`src/rtl/pgs_pkg.sv`:
```
package pgs_pkg;

  typedef enum logic [2:0] {
    ST_WAIT_PWRGD   = 3'd0,
    ST_LATCHED_RUN  = 3'd1,
    ST_PD_PENDING   = 3'd2,
    ST_POWERED_DOWN = 3'd3,
    ST_RESTART      = 3'd4
  } pgs_state_e;

  // Rank of the selected CPU frequency, ascending.
  function automatic logic [2:0] fs_to_idx(input logic [2:0] fs);
    logic [2:0] idx;
    case (fs)
      3'b000:  idx = 3'd4;
      3'b001:  idx = 3'd1;
      3'b010:  idx = 3'd3;
      3'b011:  idx = 3'd2;
      3'b100:  idx = 3'd5;
      3'b101:  idx = 3'd0;
      3'b110:  idx = 3'd6;
      default: idx = 3'd3;
    endcase
    return idx;
  endfunction

endpackage

```
`src/rtl/pgs_sync.sv`:
```
module pgs_sync #(
  parameter int STAGES = 2
) (
  input  logic clk_i,
  input  logic rst_ni,
  input  logic d_i,
  output logic q_o
);
  logic [STAGES-1:0] chain_q;
  logic [STAGES-1:0] chain_d;

  generate
    if (STAGES == 1) begin : g_one
      assign chain_d = d_i;
    end else begin : g_many
      assign chain_d = {chain_q[STAGES-2:0], d_i};
    end
  endgenerate

  always_ff @(posedge clk_i or negedge rst_ni) begin
    if (!rst_ni) chain_q <= '0;
    else         chain_q <= chain_d;
  end

  assign q_o = chain_q[STAGES-1];
endmodule

```
`src/rtl/pgs_strap_latch.sv`:
```
module pgs_strap_latch
  import pgs_pkg::*;
#(
  parameter int FS_W = 3
) (
  input  logic            clk_i,
  input  logic            rst_ni,
  input  logic            capture_i,
  input  logic            track_i,
  input  logic [FS_W-1:0] fs_i,
  input  logic            vhigh_i,
  input  logic            src5_i,
  input  logic            itp_i,
  output logic [FS_W-1:0] fs_o,
  output logic [2:0]      freq_idx_o,
  output logic            src5_o,
  output logic            itp_o,
  output logic            tm_o
);
  logic [FS_W-1:0] fs_q, fs_d;
  logic            src5_q, src5_d, itp_q, itp_d, tm_q, tm_d;
  logic            fs_en;

  assign fs_en = capture_i | track_i;

  always_comb begin
    fs_d   = fs_en     ? fs_i    : fs_q;
    src5_d = capture_i ? src5_i  : src5_q;
    itp_d  = capture_i ? itp_i   : itp_q;
    tm_d   = capture_i ? vhigh_i : tm_q;
  end

  always_ff @(posedge clk_i or negedge rst_ni) begin
    if (!rst_ni) begin
      fs_q   <= '0;
      src5_q <= 1'b0;
      itp_q  <= 1'b0;
      tm_q   <= 1'b0;
    end else begin
      fs_q   <= fs_d;
      src5_q <= src5_d;
      itp_q  <= itp_d;
      tm_q   <= tm_d;
    end
  end

  assign fs_o       = fs_q;
  assign freq_idx_o = fs_to_idx(3'(fs_q));
  assign src5_o     = src5_q;
  assign itp_o      = itp_q;
  assign tm_o       = tm_q;

  // straps frozen unless a capture or test-mode tracking is requested
  a_r4_straps_frozen: assert property (@(posedge clk_i) disable iff (!rst_ni)
    (!capture_i && !track_i) |=> ($stable(fs_q) && $stable(src5_q) && $stable(itp_q) && $stable(tm_q)));

  // tracking copies the frequency-select pins
  a_r5_track_follows: assert property (@(posedge clk_i) disable iff (!rst_ni)
    track_i |=> (fs_q == $past(fs_i)));
endmodule

```
`src/rtl/pgs_seq.sv`:
```
module pgs_seq
  import pgs_pkg::*;
#(
  parameter int RESTART_CYCLES = 8
) (
  input  logic clk_i,
  input  logic rst_ni,
  input  logic pg_s_i,
  input  logic keep_cfg_i,
  input  logic mgmt_i,
  input  logic tm_i,
  output logic capture_o,
  output logic track_o,
  output logic latches_open_o,
  output logic clk_en_o,
  output logic cfg_reset_o
);
  localparam int CNT_W = (RESTART_CYCLES > 1) ? $clog2(RESTART_CYCLES) : 1;
  localparam logic [CNT_W-1:0] CNT_LAST = CNT_W'(RESTART_CYCLES - 1);

  pgs_state_e       state_q, state_d;
  logic [CNT_W-1:0] cnt_q, cnt_d;
  logic             cfgrst_q, cfgrst_d;
  logic             wipe;

  assign wipe = !keep_cfg_i && !mgmt_i;

  always_comb begin
    state_d  = state_q;
    cnt_d    = cnt_q;
    cfgrst_d = 1'b0;
    case (state_q)
      ST_WAIT_PWRGD: if (pg_s_i) begin
        state_d = ST_RESTART;
        cnt_d   = '0;
      end
      ST_RESTART: if (cnt_q == CNT_LAST) begin
        state_d = ST_LATCHED_RUN;
        cnt_d   = '0;
      end else begin
        cnt_d = cnt_q + 1'b1;
      end
      ST_LATCHED_RUN: if (!pg_s_i) state_d = ST_PD_PENDING;
      ST_PD_PENDING: begin
        if (pg_s_i) begin
          state_d = ST_LATCHED_RUN;
        end else if (wipe) begin
          state_d  = ST_WAIT_PWRGD;
          cfgrst_d = 1'b1;
        end else begin
          state_d = ST_POWERED_DOWN;
        end
      end
      ST_POWERED_DOWN: if (pg_s_i) begin
        state_d = ST_RESTART;
        cnt_d   = '0;
      end
      default: state_d = ST_WAIT_PWRGD;
    endcase
  end

  always_ff @(posedge clk_i or negedge rst_ni) begin
    if (!rst_ni) begin
      state_q  <= ST_WAIT_PWRGD;
      cnt_q    <= '0;
      cfgrst_q <= 1'b0;
    end else begin
      state_q  <= state_d;
      cnt_q    <= cnt_d;
      cfgrst_q <= cfgrst_d;
    end
  end

  assign capture_o      = (state_q == ST_WAIT_PWRGD) && pg_s_i;
  assign track_o        = (state_q == ST_LATCHED_RUN) && tm_i;
  assign latches_open_o = (state_q == ST_WAIT_PWRGD);
  assign clk_en_o       = (state_q == ST_LATCHED_RUN) || (state_q == ST_PD_PENDING);
  assign cfg_reset_o    = cfgrst_q;

  // clocks only stop after a confirmed second low sample
  a_r7_two_low_samples: assert property (@(posedge clk_i) disable iff (!rst_ni)
    $fell(clk_en_o) |-> ($past(state_q == ST_PD_PENDING) && !$past(pg_s_i)));

  // a wipe pulse lands together with the latches-open state
  a_r9_wipe_reopens: assert property (@(posedge clk_i) disable iff (!rst_ni)
    cfg_reset_o |-> latches_open_o);

  // management mode never wipes
  a_r10_mgmt_keeps: assert property (@(posedge clk_i) disable iff (!rst_ni)
    (state_q == ST_PD_PENDING && !pg_s_i && mgmt_i) |=> (!cfg_reset_o && state_q == ST_POWERED_DOWN));

  // restart counter bounded
  a_r8_count_range: assert property (@(posedge clk_i) disable iff (!rst_ni)
    (state_q == ST_RESTART) |-> (cnt_q <= CNT_LAST));
endmodule

```
`src/rtl/pgs_top.sv`:
```
module pgs_top
  import pgs_pkg::*;
#(
  parameter int FS_W           = 3,
  parameter int SYNC_STAGES    = 2,
  parameter int RESTART_CYCLES = 8
) (
  input  logic            clk_i,
  input  logic            rst_ni,
  input  logic            pg_pdn_i,
  input  logic [FS_W-1:0] fs_i,
  input  logic            fs_vhigh_i,
  input  logic            src5_strap_i,
  input  logic            itp_strap_i,
  input  logic            keep_cfg_i,
  input  logic            mgmt_mode_i,
  output logic [FS_W-1:0] fs_lat_o,
  output logic [2:0]      freq_idx_o,
  output logic            src5_lat_o,
  output logic            itp_lat_o,
  output logic            test_mode_o,
  output logic            latches_open_o,
  output logic            clk_en_o,
  output logic            cfg_reset_o
);
  logic pg_s, capture, track, tm;

  pgs_sync #(.STAGES(SYNC_STAGES)) u_sync (
    .clk_i (clk_i), .rst_ni(rst_ni), .d_i(pg_pdn_i), .q_o(pg_s)
  );

  pgs_seq #(.RESTART_CYCLES(RESTART_CYCLES)) u_seq (
    .clk_i         (clk_i),
    .rst_ni        (rst_ni),
    .pg_s_i        (pg_s),
    .keep_cfg_i    (keep_cfg_i),
    .mgmt_i        (mgmt_mode_i),
    .tm_i          (tm),
    .capture_o     (capture),
    .track_o       (track),
    .latches_open_o(latches_open_o),
    .clk_en_o      (clk_en_o),
    .cfg_reset_o   (cfg_reset_o)
  );

  pgs_strap_latch #(.FS_W(FS_W)) u_straps (
    .clk_i     (clk_i),
    .rst_ni    (rst_ni),
    .capture_i (capture),
    .track_i   (track),
    .fs_i      (fs_i),
    .vhigh_i   (fs_vhigh_i),
    .src5_i    (src5_strap_i),
    .itp_i     (itp_strap_i),
    .fs_o      (fs_lat_o),
    .freq_idx_o(freq_idx_o),
    .src5_o    (src5_lat_o),
    .itp_o     (itp_lat_o),
    .tm_o      (tm)
  );

  assign test_mode_o = tm;
endmodule

```
`config.mk`:
```
export PLATFORM = sky130hd
export DESIGN_NAME = pgs_top
export DESIGN_NICKNAME = d
export VERILOG_FILES = /design/src/rtl/pgs_pkg.sv /design/src/rtl/pgs_sync.sv /design/src/rtl/pgs_strap_latch.sv /design/src/rtl/pgs_seq.sv /design/src/rtl/pgs_top.sv
export SDC_FILE = /design/constraint.sdc
export NUM_CORES = 1
export LEC_CHECK = 0
export ABC_AREA = 1
export BUFFER_PORTS_ARGS = -buffer_cell sky130_fd_sc_hd__clkbuf_2
export CAP_MARGIN = 30
export CORE_MARGIN = 2
export CORE_UTILIZATION = 50
export DETAILED_ROUTE_END_ITERATION = 10
export PLACE_DENSITY_LB_ADDON = 0.2
export SYNTH_ARGS = -nofsm -noshare
export SYNTH_HDL_FRONTEND = slang
export SYNTH_SLANG_ARGS = --single-unit
```
`constraint.sdc`:
```
create_clock -name clk_i -period 4.2 [get_ports clk_i]
set_clock_uncertainty 0.2 [all_clocks]
set_input_delay 0.84 -clock clk_i [delete_from_list [all_inputs] [get_ports clk_i]]
set_output_delay 0.84 -clock clk_i [all_outputs]
set_load 0.02 [all_outputs]
```
After elaboration in Yosys (flattened, before gate mapping):

Index checks and enable logic that the tools add are counted.

* reduce and logical (&&, ||, !) cells: 12
* bitwise logic cells: 1
* add/subtract/negate cells: 1
* muxes and demuxes: 13
* equality and inequality tests: 13

Operators by type and width (count)
* two-way mux 3 bit: 6
* case mux 3 bit (6 select lines): 1
* == test 3 bit (second input constant): 5
* case mux 3 bit (4 select lines): 1
* == test 3 x 2 -> 1 bit (second input constant): 3
* == test 3 x 1 -> 1 bit (second input constant): 2
* zero test 3 bit: 2
* case mux 3 bit (2 select lines): 1
* != test 2 x 1 -> 1 bit (second input constant): 2
* adder 3 x 1 -> 3 bit (second input constant): 1
* logical AND 1 bit: 3
* two-way mux 1 bit: 3
* AND reduction 3 bit: 1
* zero test 1 bit: 2
* two-way mux 2 bit: 1
* != test 2 bit (second input constant): 1
* AND reduction 2 bit: 1
* nonzero test 2 bit: 1
* OR reduction 2 bit: 1
* logical OR 1 bit: 1
* OR 1 bit: 1

* bits of input ports: 11
* bits in registers: 15
* logic and storage cells: 48
* output and inout port bits: 12

Longest topological paths before layout:

* depth in word-level cells: 5
* gate-level depth with buffers: 8
* depth with buffers taken out: 8

Modules after synthesis:

From an unflattened synthesis, not the netlist that was laid out.

* cells, all modules: 100
* area total of the unflattened synthesis: 774.5 um^2

Modules (own cells, without submodules)
* pgs_seq: cells an instance 64, area each 451.7 um^2, instances 1, seq. area each 175.2 um^2
* pgs_strap_latch: cells an instance 34, area each 272.8 um^2, instances 1, seq. area each 150.1 um^2
* pgs_sync: cells an instance 2, area each 50.0 um^2, instances 1, seq. area each 50.0 um^2

Worst setup path before layout:

No wires, ideal clock.

* path kind: register to output
* start: register u_straps.fs_q[1] (netlist: u_straps.fs_o[1])
* end: output freq_idx_o[0]
* arrival time: 0.927 ns
* setup slack: 2.233 ns
* cell stages (with the launch flop): 4
* required time: 3.160 ns
* cells stage by stage: dfrtp_1 > xnor2_1 > xor2_1 > inv_1

* longest elaborated chain between the ends: 2
* elaborated cells between the ends (all ways): 7
* classes of those cells: 5 x eq/ne; 1 x mux; 1 x reduce/logical

Ends and longest elaborated chain
* from (decl): RTL line pgs_strap_latch.sv:20 `logic [FS_W-1:0] fs_q, fs_d;`
* from (signal assigned): RTL line pgs_strap_latch.sv:40 `fs_q <= fs_d;`
* == test 3 bit, or another cell as far along: RTL line pgs_pkg.sv:14 `case (fs)`
* case mux 3 bit (6 select lines) *: RTL line pgs_pkg.sv:14
* to (decl): RTL line pgs_top.sv:18 `output logic [2:0] freq_idx_o,`

Every way passes the cells marked *; elsewhere a longest branch is shown, timed or not.

Final worst setup path:

* start: register u_seq.state_q[0]
* end: output clk_en_o

* longest elaborated chain between the ends: 2
* elaborated cells between the ends (all ways): 3
* classes of those cells: 2 x eq/ne; 1 x reduce/logical

Ends and longest elaborated chain
* from (decl): RTL line pgs_seq.sv:21 `pgs_state_e state_q, state_d;`
* from (signal assigned): RTL line pgs_seq.sv:68 `state_q <= state_d;`
* == test 3 x 1 -> 1 bit / == test 3 x 2 -> 1 bit (equally long branches): RTL line pgs_seq.sv:77 `assign clk_en_o = (state_q == ST_LATCHED_RUN) || (state_q == ST_PD_PENDING);`
* logical OR 1 bit *: RTL line pgs_seq.sv:77
* to (decl): RTL line pgs_top.sv:23 `output logic clk_en_o,`

Marks and branches as above.

==> metrics.txt <==
# TYPE chip_impl_metric gauge
chip_impl_metric{name="final-max-slew-violation-count",unit=""} 0
chip_impl_metric{name="synth_nets",unit=""} 104
chip_impl_metric{name="die-height",unit="um"} 42.6
chip_impl_metric{name="grt_pass1_vias",unit=""} 578
chip_impl_metric{name="io_buffers",unit=""} 22
chip_impl_info{name="tritoncts_clock_tree",value="built"} 1
chip_impl_metric{name="h_tree_level_count",unit=""} 1
chip_impl_metric{name="path_clk_slew",unit="ns"} 0.09
chip_impl_metric{name="routabilityCongestion",unit=""} 0.894
chip_impl_info{name="crit_path_cell_trace",value="inv_1 > nand2_1 > nor2_1 > inv_1 > nand2_1 > clkbuf_2"} 1
chip_impl_metric{name="pin_count",unit=""} 23
chip_impl_info{name="crit_family",value="flip-flops"} 1
chip_impl_metric{name="hold_violations",unit=""} 0
chip_impl_metric{name="placeableCoreArea",unit="um^2"} 1350
chip_impl_metric{name="fin_nets",unit=""} 130
chip_impl_metric{name="route.final.wire_length",unit="um"} 1450
chip_impl_info{name="synthMostInstantiatedCell",value="nand2_1"} 1
chip_impl_metric{name="post_route_cells_drive_above_1_share",unit="%"} 27.6
chip_impl_metric{name="worst-slew-pin-transition",unit="ns"} 0.373
chip_impl_metric{name="quantity_of_gates_resized_following_cts",unit=""} 0
chip_impl_metric{name="synthDominantCellAreaShare",unit="%"} 50.5
chip_impl_metric{name="post-route-drc-count",unit=""} 0
chip_impl_metric{name="critical_path.max_stage_delay",unit="ns"} 0.43
chip_impl_info{name="endpoint_kind",value="output port"} 1
chip_impl_metric{name="static-leakage-power",unit="uW"} 0.000533
chip_impl_metric{name="cts_buffers",unit=""} 3
chip_impl_metric{name="die_x",unit="um"} 42.6
chip_impl_metric{name="grt_overflow",unit=""} 0
chip_impl_metric{name="synth_seq_area_share",unit="%"} 50.5
chip_impl_metric{name="timing.final.crit_period",unit="ns"} 2.38
chip_impl_metric{name="grt_util_all_layers",unit="%"} 18.8
chip_impl_info{name="hold_class",value="reg2reg"} 1
chip_impl_metric{name="hpwl",unit="um"} 1160
chip_impl_info{name="timing.critical_path.from_type",value="flop"} 1
chip_impl_metric{name="final_antenna_net_count",unit=""} 0
chip_impl_info{name="synth.area.top_cells",value="dfrtp_1, nand2_1, inv_1"} 1
chip_impl_metric{name="antenna_found_initial",unit=""} 0
chip_impl_metric{name="detailroute.via_count",unit=""} 658
chip_impl_metric{name="finalSetupTns",unit="ns"} 0
chip_impl_metric{name="grt_max_degree",unit=""} 16
chip_impl_metric{name="cts.sink_count",unit=""} 15
chip_impl_metric{name="path_buf_inv",unit=""} 3
chip_impl_metric{name="synthToLayoutAreaGrowth",unit="%"} 20.4
chip_impl_info{name="ys.flop_type",value="dfrtp_1"} 1
chip_impl_metric{name="cp.required",unit="ns"} 3.16
chip_impl_metric{name="route.detailed.wl_per_inst",unit="um"} 11.1
chip_impl_metric{name="async_reset_ff_share",unit="%"} 100
chip_impl_metric{name="final_instance_area",unit="um^2"} 895
chip_impl_metric{name="wire_length_of_the_first_global_routing_pass",unit="um"} 2480
chip_impl_metric{name="post_synth_num_cell_types",unit=""} 15
chip_impl_info{name="cpMaxStageDelayCell",value="dfrtp_1"} 1
chip_impl_metric{name="layout_worst_path_cycle_share",unit="%"} 56.7
chip_impl_metric{name="dpl_cell_area",unit="um^2"} 868
chip_impl_info{name="crit_type",value="reg2out"} 1
chip_impl_metric{name="power-per-cell-area",unit="nW/um^2"} 787
chip_impl_metric{name="postSynthAreaPerCell",unit="um^2"} 8.17
chip_impl_metric{name="drtIter0Drc",unit=""} 8
chip_impl_metric{name="timing.critical_path.fanout_max",unit=""} 4
chip_impl_metric{name="die-area",unit="um^2"} 1810
chip_impl_info{name="netlist.top_cell.by_area",value="dfrtp_1"} 1
chip_impl_metric{name="cts-root-to-sink-buffers",unit=""} 2
chip_impl_metric{name="slew_headroom",unit="%"} 75.1
chip_impl_metric{name="synth_edf_count",unit=""} 0
chip_impl_metric{name="clk-insertion-delay-late",unit="ns"} 0.28
chip_impl_metric{name="final-setup-viol-count",unit=""} 0
chip_impl_metric{name="syn-instance-count",unit=""} 91
chip_impl_metric{name="drt_pre_antenna_iters",unit=""} 4
chip_impl_metric{name="cts_hold_buf",unit=""} 0
chip_impl_metric{name="yosysWarningCount",unit=""} 0
chip_impl_info{name="clock_tree.root_cell",value="clkbuf_4"} 1
chip_impl_metric{name="floorplan.rows",unit=""} 13
chip_impl_metric{name="netlist_area",unit="um^2"} 743
chip_impl_metric{name="ys_ff_latch",unit=""} 15
chip_impl_metric{name="initial_utilization",unit="%"} 55.1
chip_impl_metric{name="antenna_cells",unit=""} 0
chip_impl_info{name="status",value="finished clean"} 1
chip_impl_metric{name="fill_cells",unit=""} 119
chip_impl_metric{name="route.detailed.vias_per_inst",unit=""} 5.02
chip_impl_metric{name="max_cap_viol_count",unit=""} 0
chip_impl_info{name="grt_setup_unrepaired",value="false"} 1
chip_impl_metric{name="max_freq",unit="MHz"} 420
chip_impl_metric{name="post_cts.repair.setup_buffers",unit=""} 0
chip_impl_metric{name="cp.arrival",unit="ns"} 1.34
chip_impl_info{name="post_synth_most_frequent_cells",value="nand2_1, inv_1, dfrtp_1"} 1
chip_impl_metric{name="worst_ir_drop_vdd",unit="mV"} 0.326
[kinds of logic (layout without fill, tap and decap cells)]
| family | after synthesis | count (layout) | synth area share (%) |
|---|---|---|---|
| buf+inv | 17 | 42 | 8.59 |
| fa+ha+maj | 2 | 2 | 3.37 |
| xor+xnor | 2 | 2 | 2.36 |
| flops | 15 | 15 | 50.5 |
| simple gates | 47 | 47 | 28.3 |
| compound gates | 8 | 8 | 6.90 |
[state kept, by name, summed over array words and instances (netlist names)]
register           flops
u_seq.state_q          3
u_seq.cnt_q            3
u_seq.cfg_reset_o      1
u_straps.tm_o          1
u_straps.fs_o          3
u_sync.chain_q         2
u_straps.itp_o         1
u_straps.src5_o        1
[final cells by class]
type	instances	area, um^2	area share (%)
flip-flops and latches	15	375	42.0
clock buffers	4	26.3	2.94
multi-input cells	59	304	34.0
repair buffers	22	110	12.3
well taps	15	18.8	2.10
inverters	16	60.1	6.71
[path summary, 6_finish.rpt]
path	start	to	slack, ns	depth (start not counted)
setup / recovery	u_seq.state_q[0]	clk_en_o	1.82	6
min in group asynchronous	rst_ni	u_sync.chain_q[1]	0.26	1
hold reg to reg	u_sync.chain_q[0]	u_sync.chain_q[1]	0.15	0
setup reg to reg	u_seq.cnt_q[0]	u_seq.state_q[0]	2.61	8
max in group asynchronous	rst_ni	u_straps.fs_o[0]	3.27	1
hold / removal	u_sync.chain_q[0]	u_sync.chain_q[1]	0.15	0
[metrics by stage]
step	setup slack, ns	hold WS (ns)	utilization, %	total power, uW	std cells
finish	1.82	0.154	66.3	704	131
detailed placement	2.13	0.136	64.3	631	127
global route	1.70	0.176	66.3	766	131
CTS	1.81	0.156	66.3	713	131
floorplan	2.23	0.131	-	516	91
global placement	2.21	0.134	64.3	613	127
[cells in the final DEF, fill, tap and decap left out]
master    count
o21ai_4       1
dfrtp_1      15
nand2_2       2
nand3_2       2
clkbuf_1      1
xor2_1        1
nor2_1        5
a21oi_1       2
clkbuf_2     22
clkbuf_4      3
xnor2_1       1
inv_1        16
nand2_1      27
o21ai_0       5
nand3_1       9
ha_1          2
nor2_2        2
[metal layers]
layer	share of wire (%)	GRT usage, %	up-vias	wire [um]
met5	0	0	-	0
met4	3.0	9.38	0	43
met3	6.8	4.31	6	98
met2	48	31.7	29	697
met1	42	22.1	290	610
li1	-	-	333	-
[where the power goes]
group	switching, uW	internal [uW]	total [uW]	leakage, uW
Combinational	251	127	378	0.000331
Sequential	47.3	198	245	0.000187
Clock	44.8	36.9	81.6	0.0000150
Total	343	362	704	0.000533
Power figures use the tool's default switching activity.
